<file path="src/rtl/rx_fresh_pkg.sv">
package rx_fresh_pkg;
  parameter int NUM_BUFS = 8;
  localparam int IDX_W = $clog2(NUM_BUFS);
  parameter logic [NUM_BUFS-1:0] MASK_CAPABLE = NUM_BUFS'(5);

  typedef logic [NUM_BUFS-1:0] bufVec_t;

  typedef struct packed {
    logic             clrAll;
    bufVec_t          setVec;
    bufVec_t          clrVec;
    bufVec_t          zeroVec;
    logic             irqFire;
    logic [IDX_W-1:0] irqIdx;
    logic             rdLatch;
  } ndCtl_t;
endpackage

</file>
<file path="src/rtl/rx_fresh_ctl.sv">
module rx_fresh_ctl
  import rx_fresh_pkg::*;
(
  input  logic             initReq,
  input  logic             storeValid,
  input  logic [IDX_W-1:0] storeIdx,
  input  bufVec_t          ackVec,
  input  bufVec_t          maskMode,
  input  logic             rdEn,
  output ndCtl_t           ctl
);
  bufVec_t maskEff;
  bufVec_t setVec;

  for (genvar b = 0; b < NUM_BUFS; b++) begin : g_dec
    if (MASK_CAPABLE[b]) begin : g_mask
      assign maskEff[b] = maskMode[b];
    end else begin : g_plain
      assign maskEff[b] = 1'b0;
    end
    assign setVec[b] = storeValid && (storeIdx == IDX_W'(b)) && !maskEff[b];
  end

  always_comb begin
    ctl         = '0;
    ctl.clrAll  = initReq;
    ctl.setVec  = setVec;
    ctl.clrVec  = ackVec;
    ctl.zeroVec = maskEff;
    ctl.irqFire = storeValid && !initReq;
    ctl.irqIdx  = storeIdx;
    ctl.rdLatch = rdEn;
  end
endmodule

</file>
<file path="src/rtl/rx_fresh_dp.sv">
module rx_fresh_dp
  import rx_fresh_pkg::*;
(
  input  logic             clk,
  input  logic             rst_n,
  input  ndCtl_t           ctl,
  output bufVec_t          newData,
  output bufVec_t          rdData,
  output logic             irqPulse,
  output logic [IDX_W-1:0] irqIdx
);
  bufVec_t flagQ;

  for (genvar b = 0; b < NUM_BUFS; b++) begin : g_flag
    always_ff @(posedge clk or negedge rst_n) begin
      if (!rst_n)                flagQ[b] <= 1'b0;
      else if (ctl.clrAll)       flagQ[b] <= 1'b0;
      else if (ctl.zeroVec[b])   flagQ[b] <= 1'b0;
      else if (ctl.setVec[b])    flagQ[b] <= 1'b1;
      else if (ctl.clrVec[b])    flagQ[b] <= 1'b0;
    end

    AST_SET_STICKS: assert property (@(posedge clk) disable iff (!rst_n)
      ctl.setVec[b] && !ctl.clrAll |=> flagQ[b]);
    AST_ACK_CLEARS: assert property (@(posedge clk) disable iff (!rst_n)
      ctl.clrVec[b] && !ctl.setVec[b] |=> !flagQ[b]);
    AST_MASK_DROPS: assert property (@(posedge clk) disable iff (!rst_n)
      ctl.zeroVec[b] |=> !flagQ[b]);
    AST_FLAG_HOLDS: assert property (@(posedge clk) disable iff (!rst_n)
      !ctl.clrAll && !ctl.zeroVec[b] && !ctl.setVec[b] && !ctl.clrVec[b]
      |=> $stable(flagQ[b]));
  end

  assign newData = flagQ & ~ctl.zeroVec;

  always_ff @(posedge clk or negedge rst_n) begin
    if (!rst_n) begin
      rdData   <= '0;
      irqPulse <= 1'b0;
      irqIdx   <= '0;
    end else begin
      if (ctl.rdLatch) rdData <= newData;
      irqPulse <= ctl.irqFire;
      if (ctl.irqFire) irqIdx <= ctl.irqIdx;
    end
  end

  AST_INIT_WIPES: assert property (@(posedge clk) disable iff (!rst_n)
    ctl.clrAll |=> (flagQ == '0));
  AST_IRQ_FOLLOWS: assert property (@(posedge clk) disable iff (!rst_n)
    ctl.irqFire |=> irqPulse && (irqIdx == $past(ctl.irqIdx)));
  AST_IRQ_QUIET: assert property (@(posedge clk) disable iff (!rst_n)
    !ctl.irqFire |=> !irqPulse);
  AST_READ_CAPTURE: assert property (@(posedge clk) disable iff (!rst_n)
    ctl.rdLatch |=> (rdData == $past(newData)));
  AST_READ_HOLD: assert property (@(posedge clk) disable iff (!rst_n)
    !ctl.rdLatch |=> $stable(rdData));
endmodule

</file>
<file path="src/rtl/rx_fresh_status.sv">
module rx_fresh_status
  import rx_fresh_pkg::*;
(
  input  logic                clk,
  input  logic                rst_n,
  input  logic                initReq,
  input  logic                storeValid,
  input  logic [IDX_W-1:0]    storeIdx,
  input  logic [NUM_BUFS-1:0] ackVec,
  input  logic [NUM_BUFS-1:0] maskMode,
  input  logic                rdEn,
  output logic [NUM_BUFS-1:0] newData,
  output logic [NUM_BUFS-1:0] rdData,
  output logic                irqPulse,
  output logic [IDX_W-1:0]    irqIdx
);
  ndCtl_t ctl;

  rx_fresh_ctl ctl_i (
    .initReq    (initReq),
    .storeValid (storeValid),
    .storeIdx   (storeIdx),
    .ackVec     (ackVec),
    .maskMode   (maskMode),
    .rdEn       (rdEn),
    .ctl        (ctl)
  );

  rx_fresh_dp dp_i (
    .clk      (clk),
    .rst_n    (rst_n),
    .ctl      (ctl),
    .newData  (newData),
    .rdData   (rdData),
    .irqPulse (irqPulse),
    .irqIdx   (irqIdx)
  );
endmodule

</file>
<file path="config.mk">
export PLATFORM = sky130hd
export DESIGN_NAME = rx_fresh_status
export DESIGN_NICKNAME = d
export VERILOG_FILES = /design/src/rtl/rx_fresh_pkg.sv /design/src/rtl/rx_fresh_ctl.sv /design/src/rtl/rx_fresh_dp.sv /design/src/rtl/rx_fresh_status.sv
export SDC_FILE = /design/constraint.sdc
export NUM_CORES = 1
export LEC_CHECK = 0
export BUFFER_PORTS_ARGS = -buffer_cell sky130_fd_sc_hd__buf_2
export CAP_MARGIN = 25
export CORE_MARGIN = 10
export CORE_UTILIZATION = 45
export DETAILED_ROUTE_END_ITERATION = 16
export PLACE_DENSITY = 0.75
export SYNTH_ARGS = -nofsm -noshare
export SYNTH_HDL_FRONTEND = slang
export SYNTH_HIERARCHICAL = 1
export SYNTH_SLANG_ARGS = --single-unit
</file>
<file path="constraint.sdc">
create_clock -name clk -period 1.2 [get_ports clk]
set_clock_uncertainty 0.2 [all_clocks]
set_input_delay 0.12 -clock clk [delete_from_list [all_inputs] [get_ports clk]]
set_output_delay 0.12 -clock clk [all_outputs]
set_load 0.05 [all_outputs]
</file>
# [Yosys cells after proc, flatten, opt, wreduce, memory -nomap -nowiden]
# Cells that the tools add are included.
[word_totals] reg_bits=20 out_inout_bits=20
[classes] mux=26 n_eq_ne=7 n_reduce_logical=23 n_bitwise=2
[op_table] operator="2-to-1 mux 1 bit" count=26
[op_table] operator="nonzero test 3 bit" count=6
[op_table] operator="equality test 3 bit (second input constant)" count=4
[op_table] operator="logical AND 1 bit" count=11
[op_table] operator="bitwise AND 8 bit" count=1
[op_table] operator="NOT 3 -> 8 bit" count=1
[op_table] operator="nonzero test 4 bit" count=2
[op_table] operator="equality test 3 x 2 -> 1 bit (second input constant)" count=2
[op_table] operator="equality test 3 x 1 -> 1 bit (second input constant)" count=1
[op_table] operator="logical NOT 1 bit" count=3
[op_table] operator="logical NOT 3 bit" count=1

# [Longest topological paths before layout]
# Gate-level depths: netlist (run 1).
[depth] word_depth=6 depth_mapped=4 depth_no_buf=3

# [Modules after synthesis]
# The synthesis (run 1) kept the hierarchy.
[modules_own_cells] mod="rx_fresh_dp" area_per_inst_um2=860.8 cells_per_inst=65 seq_area_each_um2=500.5 instances=1
[modules_own_cells] mod="rx_fresh_ctl" area_per_inst_um2=257.7 cells_per_inst=36 seq_area_each_um2=0.0 instances=1

# [Worst setup path before layout (run 1)]
# Ideal clock, no wire load.
[synth_path] path_kind="register -> register" from="register dp_i.flagQ[0]" to="register dp_i.rdData[0]" path_buffers=0 stages_incl_launch_ff=3 synth_period_minus_slack_ns=1.602 arrival_time_ns=1.333 setup_slack_ns=-0.402 path_cell_list="dfrtp_1 -> nor2b_1 -> mux2_4"
[synth_via] elab_chain_len=1
[synth_lines] element="start, declared" line="rx_fresh_dp.sv:12" text="bufVec_t flagQ;"
[synth_lines] element="start signal, assigned by index" line="rx_fresh_dp.sv:16" text="if (!rst_n) flagQ[b] <= 1'b0;"
[synth_lines] element="start signal, assigned by index" line="rx_fresh_dp.sv:17" text="else if (ctl.clrAll) flagQ[b] <= 1'b0;"
[synth_lines] element="start signal, assigned by index" line="rx_fresh_dp.sv:18" text="else if (ctl.zeroVec[b]) flagQ[b] <= 1'b0;"
[synth_lines] element="bitwise AND 8 bit" line="rx_fresh_dp.sv:34" text="assign newData = flagQ & ~ctl.zeroVec;"
[synth_lines] element="named net newData[0]" line="rx_fresh_status.sv:12" text="output logic [NUM_BUFS-1:0] newData,"
[synth_lines] element="end signal, assigned" line="rx_fresh_dp.sv:42" text="if (ctl.rdLatch) rdData <= newData;"
[synth_lines] element="end, declared" line="rx_fresh_dp.sv:8" text="output bufVec_t rdData,"
# The timed path passes the listed nets, and every way through them passes these cells.
# A chain may end at the register's enable or synchronous reset.

# [Worst setup path after layout (run 1)]
[layout_path] from="register dp_i.flagQ[2]" to="output port newData[2]"
[layout_via] elab_chain_len=1
[layout_lines] element="bitwise AND 8 bit" line="rx_fresh_dp.sv:34"
[layout_lines] element="end, declared" line="rx_fresh_status.sv:12"
# Every way passes these cells.

==> key figures, run 1 <==
CTS
  • Depth of the CTS H-tree: 1
  • TritonCTS buffer count: 3
  • Clk slew on worst S/H paths: approximately 0.12 ns
  • Clock Sinks: 20
  • TritonCTS clock tree: yes
  • Clk buf depth: 2
  • Clock root buffer: clkbuf_4
  • Clock Latency Late Sink: 0.30 ns

STA
  • Slew Limit Fails: 0
  • Endpoints failing hold: 0
  • Setup TNS: -1.02 ns
  • Final setup fails: 12
  • Final min period: 1.35 ns
  • Final setup margin: -0.148 ns
  • Tcrit/Tclk final: 112%
  • Max Freq: approximately 740 MHz
  • RSZ-0062 raised after global routing: true

Setup path
  • CP Max Fanout: 2
  • Slowest Stage Delay on Critical Path: around 0.39 ns
  • Startpoint Class: register
  • Crit path DAT: 1.03 ns
  • CP Cell Sequence: nor2b_4 > buf_8
  • Worst setup path start: dp_i/flagQ[2]
  • Crit path kind: register to primary output
  • Crit path required time: roughly 0.88 ns
  • Critical-path top delay cell: dfrtp_1
  • RR Startpoint: dp_i/flagQ[2]
  • Critical Path Sink Type: primary output

GRT
  • Vias in the first global route: 870
  • Congestion Overflow GR: 0
  • First-pass GRT wire length: around 4300 um
  • Initial antenna violation count: 0
  • Largest net degree at the start of global routing: 21
  • GRT Util Overall: between 10% and 20%

Detailed routing
  • Remaining antenna violation count: 0
  • Initial DRC count: 27
  • Pre-antenna DRT Iters: 4
  • Vias per cell: 4.57
  • Vias: approximately 840
  • WL/cell: about 16 um
  • Final wirelength: 2870 um
  • DRC: 0

Final layout
  • Reg area: 500 um^2
  • Final Util: 71.2%
  • Share of layout cells above drive strength 1: 51.0%
  • Final #Nets: ~180
  • Area delta synth->final: 54.8%
  • Diodes inserted: 0
  • Multi-input logic area: about 530 um^2
  • Fillers: between 150 and 200

Power and ir drop
  • Switching power: just over 400 uW
  • Leak Pwr: around 0.00085 uW
  • Sw Ratio: 28.2%
  • Max VDD drop: roughly 0.63 mV
  • Power share of the combinational group: 23.0%
  • Clock power share: between 20% and 30%
  • Pwr Density: ~830 mW/mm^2
  • Sequential Power Share: between 40% and 50%
  • Internal Power: about 1000 uW

Yosys
  • Most numerous cell in the Yosys netlist: buf_4
  • Synth top area cells: dfrtp_1 45%, buf_4 14%, mux2_4 11%
  • Yosys cell types: 17
  • Synth Warn #: 6
  • Commonest cells in the netlist: 21 x buf_4, 20 x dfrtp_1, 17 x nor2b_1
  • FFs w/ async S/R, synth: 100%
  • Simple-Gate Fraction of Synth Area: 20.2%
  • Top cell type's share of synthesized area: 44.7%
  • Post-synth EDFFs: 0
  • Synth Area per Inst: 11.1 um^2
  • Post-synthesis sequential area ratio: between 40 and 50%
  • Post-synthesis xor/xnor area fraction: 0%
  • Adder-cell area share of the yosys netlist: 0%
  • Prevailing post-synth register cell: dfrtp_1
  • Post-synthesis mux area share: 13.8%
  • Area of the mapped netlist: about 0.0011 mm^2
  • Number of synthesized register bits: 20
  • Syn Inst Count: approximately 100
  • Compound-Gate Fraction of Synth Area: under 10%
  • Largest family of logic cells by synthesized area: simple AND/OR/NAND/NOR gates
  • Post-synthesis cell type with the largest combined area: dfrtp_1

Die
  • Core box area: 0.00243 mm^2
  • Die Span X: 69.9 um
  • IO Pins: 44
  • Die Y-Extent: 69.9 um
  • Site Rows: 18
  • Die area: slightly below 0.005 mm^2
  • Initial Util: a little under half

Place
  • GP Congestion: roughly 0.7
  • HPWL after DPL: 1820 um
  • Buffers added on ports: 37

Min path
  • Min-Delay Startpoint: storeIdx[2]
  • Worst Hold Class: input port to register

Run status
  • Status: finished with violations
  • Failing checks: negative setup slack

Flow run
  • Max Cap Viol: 0
-- power groups by stage --
stage	sequential (uW)	clock, uW	combinational (uW)
finish	709	399	332
detailed placement	718	0	241
global route	711	444	354
global placement	716	0	236
CTS	708	415	317
floorplan	784	0	136
-- final timing paths --
path	end	slack (ns)	cells past startpoint
worst max-delay path	newData[2]	-0.15	2
worst min-delay path	dp_i/irqIdx[2]	0.02	2
worst max register to register	dp_i/rdData[2]	-0.12	4
worst min register to register	dp_i/irqIdx[0]	0.35	1
max in group asynchronous	dp_i/rdData[5]	0.40	2
min in group asynchronous	dp_i/rdData[2]	0.08	2
-- critical path, delay by kind of cell, from the launching register on --
kind / cells / cell delay, ns
buffers and inverters: 1 / 0.15
DFF: 1 / 0.39
and+or+nand+nor: 1 / 0.18
-- sequential cells by signal, summed over array words and instances (netlist names) --
signal / flops
dp_i/irqIdx: 3
dp_i/flagQ: 8
dp_i/irqPulse: 1
dp_i/rdData: 8
-- layout make-up --
cell class / count / area share (%)
clock buffers: 4 / 2.10
multi-input cells: 63 / 30.7
repair buffers: 66 / 36.1
well taps: 30 / 2.17
flip-flops and latches: 20 / 28.9
-- layout by cell type (no fill, tap or decap) --
master	instances
o21a_1	8
buf_8	8
mux2_2	3
nor4_4	1
nand2b_1	1
buf_2	14
clkbuf_4	3
buf_6	16
nand2_1	1
nor3_2	1
nor2_1	13
conb_1	6
dlygate4sd3_1	14
nand2_2	1
nor3_1	1
dlymetal6s4s_1	2
buf_4	12
clkbuf_8	1
nor2b_4	8
nor2b_1	9
nand2b_4	2
dfrtp_1	20
mux2_4	8
-- cells by family (layout without fill, tap and decap cells) --
group | after synthesis | after routing
AO/OA/AOI/OAI | 8 | 8
buffers and inverters | 23 | 70
flip-flops | 20 | 20
multiplexers | 11 | 11
other | 1 | 6
AND/OR/NAND/NOR | 38 | 38
-- through the flow --
stage          hold slack (ns)  power [uW]  instance area, um^2  std cells  worst slack [ns]
2_1_floorplan           -0.376         921                 1200        106           0.00572
3_3_place_gp            -0.113         952                 1260        152            0.0428
3_5_place_dp            -0.103         959                 1260        152           0.00197
4_1_cts                0.00549        1440                 1640        178            -0.133
5_1_grt                 0.0278        1510                 1730        183            -0.217
6_report                0.0220        1440                 1730        183            -0.148
-- metal layers --
metal | routed length, um | track usage, %
met1 | 1060 | 11.7
met4 | 78 | 6.58
met5 | 0 | 0
met2 | 1560 | 18.3
met3 | 167 | 3.67
-- repair_timing --
action / in CTS / in global routing
pin swaps: 0 / 4
hold endpoints to repair: 32 / 0
setup endpoints to repair: 20 / 26
hold buffers: 16 / 0
setup buffers: 6 / 7
gates resized for setup: 43 / 16
Power figures use the tool's default switching activity.
==> run 2: changes to the inputs <==
==> constraint.sdc (replaced) <==
create_clock -name clk -period 1.6 [get_ports clk]
set_clock_uncertainty 0.2 [all_clocks]
set_input_delay 0.16 -clock clk [delete_from_list [all_inputs] [get_ports clk]]
set_output_delay 0.16 -clock clk [all_outputs]
set_load 0.05 [all_outputs]
==> run 2 against run 1 <==
Against the previous run: the run now ends clean; sequential share of layout area grew 6.5 points; routed wire length shrank 18%; worst hold slack lost 0.0087 ns; critical path depth grew 2.
==> key figures, run 2 (synthesis gave the netlist of run 1 again) <==
Run status
  • Status: finished clean (was finished with violations)

Min path
  • Worst hold path depth: 2 (unchanged)
  • Worst Hold Class: input port to register (unchanged)
  • Hold Path End: dp_i/irqPulse (was dp_i/irqIdx[2])
  • Min-Delay Startpoint: initReq (was storeIdx[2])

CTS
  • TritonCTS buffer count: 3 (unchanged)
  • Depth of the CTS H-tree: 1 (unchanged)
  • Clock Sinks: 20 (unchanged)
  • Clock Latency Late Sink: 0.30 ns (about the same)
  • Clk slew on worst S/H paths: 0.12 ns (about the same)
  • Clock root buffer: clkbuf_4 (unchanged)
  • Clk buf depth: 2 (unchanged)
  • TritonCTS clock tree: yes (unchanged)

Die
  • Site Rows: 18 (unchanged)
  • Initial Util: 46.0% (unchanged)
  • IO Pins: 44 (unchanged)
  • Die Span X: 69.9 um (unchanged)
  • Die area: 0.00488 mm^2 (unchanged)
  • Die Y-Extent: 69.9 um (unchanged)
  • Core box area: 0.00243 mm^2 (unchanged)

Final layout
  • Fillers: 199 (was 162)
  • Share of layout cells above drive strength 1: 46.8% (was 51.0%)
  • Multi-input logic area: 483 um^2 (was 532 um^2)
  • Final #Nets: 164 (was 178)
  • Area delta synth->final: 26.4% (was 54.8%)
  • Top Registers: dp_i/flagQ: 8 flops, dp_i/rdData: 8 flops, dp_i/irqIdx: 3 flops (unchanged)
  • Reg area: 500 um^2 (unchanged)
  • Most common cell after layout, fill and taps aside: buf_2 (was dfrtp_1)
  • Most frequent cells in the layout: 35 x buf_2, 20 x dfrtp_1, 15 x dlygate4sd3_1 (was 20 x dfrtp_1, 16 x buf_6, 14 x dlygate4sd3_1, 14 x buf_2, 13 x nor2_1)
  • Final Util: 58.1% (was 71.2%)
  • Diodes inserted: 0 (unchanged)
  • Non-Filler Instances: 169 (was 183)

Place
  • GP Congestion: 0.752 (was 0.710)
  • Buffers added on ports: 37 (unchanged)
  • HPWL after DPL: 1770 um (was 1820 um)
  • Dpl cells: 150 (was 152)

Power and ir drop
  • Leak Pwr: 0.000733 uW (was 0.000854 uW)
  • Switching power: 288 uW (was 407 uW)
  • Clock power share: 36.4% (was 27.7%)
  • Power share of the combinational group: 17.3% (was 23.0%)
  • Pwr Total: 1140 uW (was 1440 uW)
  • Pwr Density: 806 mW/mm^2 (was 832 mW/mm^2)
  • Sw Ratio: 25.2% (was 28.2%)
  • Sequential Power Share: 46.3% (was 49.2%)
  • Internal Power: 852 uW (was 1030 uW)
  • Max VDD drop: 0.411 mV (was 0.625 mV)

STA
  • Tcrit/Tclk final: a little over nine tenths
  • Endpoints failing hold: 0 (unchanged)
  • Final hold slack: 0.0133 ns (was 0.0220 ns)
  • RSZ-0062 raised after global routing: false (was true)
  • Slew Limit Fails: 0 (unchanged)
  • Max Freq: 655 MHz
  • Final setup fails: 0 (was 12)
  • Final min period: between 1.5 and 2 ns
  • Setup TNS: 0 ns (was -1.02 ns)

Setup path
  • Startpoint Class: input port (was register)
  • Slowest Stage Delay on Critical Path: 0.53 ns (was 0.39 ns)
  • Crit path required time: 1.24 ns (was 0.88 ns)
  • CP delay by family, top: buffers and inverters (was flip-flops)
  • FF-to-FF path depth: 2 (was 4)
  • Crit path DAT: 1.17 ns (was 1.03 ns)
  • WP buf/inv: 3 (was 1)
  • CP Max Fanout: 3 (was 2)
  • CP Cell Sequence: dlygate4sd3_1 > buf_2 > nor2b_2 > buf_4 (was nor2b_4 > buf_8)
  • RR Startpoint: dp_i/flagQ[5] (was dp_i/flagQ[2])
  • Critical Path Sink Type: primary output (unchanged)
  • R2r setup slk: 0.50 ns (was -0.12 ns)
  • Crit path kind: input port to primary output (was register to primary output)
  • Worst setup path start: maskMode[0] (was dp_i/flagQ[2])
  • Critical-path top delay cell: dlygate4sd3_1 (was dfrtp_1)
  • FF-to-FF End: dp_i/rdData[5] (was dp_i/rdData[2])

Detailed routing
  • Vias per cell: 4.54 (was 4.57)
  • Pre-antenna DRT Iters: 4 (unchanged)
  • Vias: 767 (was 836)
  • Final wirelength: 2340 um (was 2870 um)
  • Initial DRC count: 7 (was 27)
  • Remaining antenna violation count: 0 (unchanged)
  • DRC: 0 (unchanged)
  • WL/cell: 13.8 um (was 15.7 um)

GRT
  • Congestion Overflow GR: 0 (unchanged)
  • Vias in the first global route: 879 (was 870)
  • Initial antenna violation count: 0 (unchanged)
  • M1 GR Usage: 10.5% (was 11.7%)
  • GRT Util Overall: 10.2% (was 11.0%)
  • First-pass GRT wire length: 4140 um (was 4300 um)
  • Global routing usage on met3: 2.68% (was 3.67%)
  • Met2 Use GR: 17.9% (was 18.3%)
  • Gr busiest metal: met2 (unchanged)
  • Largest net degree at the start of global routing: 21 (unchanged)

Flow run
  • Max Cap Viol: 0 (unchanged)
## run 2: cell type report
| cell class | count | area share [%] |
|---|---|---|
| Clock buffer | 3 | 1.59 |
| Multi-Input combinational cell | 63 | 34.2 |
| Tap cell | 30 | 2.65 |
| Clock inverter | 1 | 2.12 |
| Timing Repair Buffer | 52 | 24.1 |
| Sequential cell | 20 | 35.4 |
## run 2: how the worst max path moves through the flow
stage	slack (ns)	endpoint	cells after the start
floorplan	0.30	dp_i/rdData[0]	2
global route	0.001	newData[0]	4
finish	0.07	newData[0]	4
CTS	0.003	newData[0]	4
global placement	0.33	dp_i/irqIdx[0]	3
detailed placement	0.29	dp_i/irqIdx[0]	3
## run 2: power groups by stage
stage / logic [uW] / registers (uW) / clock network (uW)
4_1_cts: 199 / 528 / 427
2_1_floorplan: 96.8 / 588 / 0
6_report: 198 / 528 / 414
5_1_grt: 215 / 530 / 451
3_3_place_gp: 168 / 537 / 0
3_5_place_dp: 171 / 538 / 0
## run 2: per-stage QoR
stage / area, um^2 / setup slack, ns
final: 1410 / 0.0735
after global routing: 1410 / 0.00122
after CTS: 1410 / 0.00306
after detailed placement: 1210 / 0.293
after global placement: 1210 / 0.326
after floorplan: 1160 / 0.301
## run 2: metal layers
layer  routed length (um)  vias to the layer above
met4                   35                        0
met2                 1280                       20
met1                  865                      370
met3                  159                        2
met5                    0                        -
li1                     -                      375
## run 2: what timing repair did
item,CTS,global route
setup endpoints to repair,0,2
buffers inserted,0,0
hold buffers,15,0
resized for setup,0,4
hold endpoints to repair,32,0
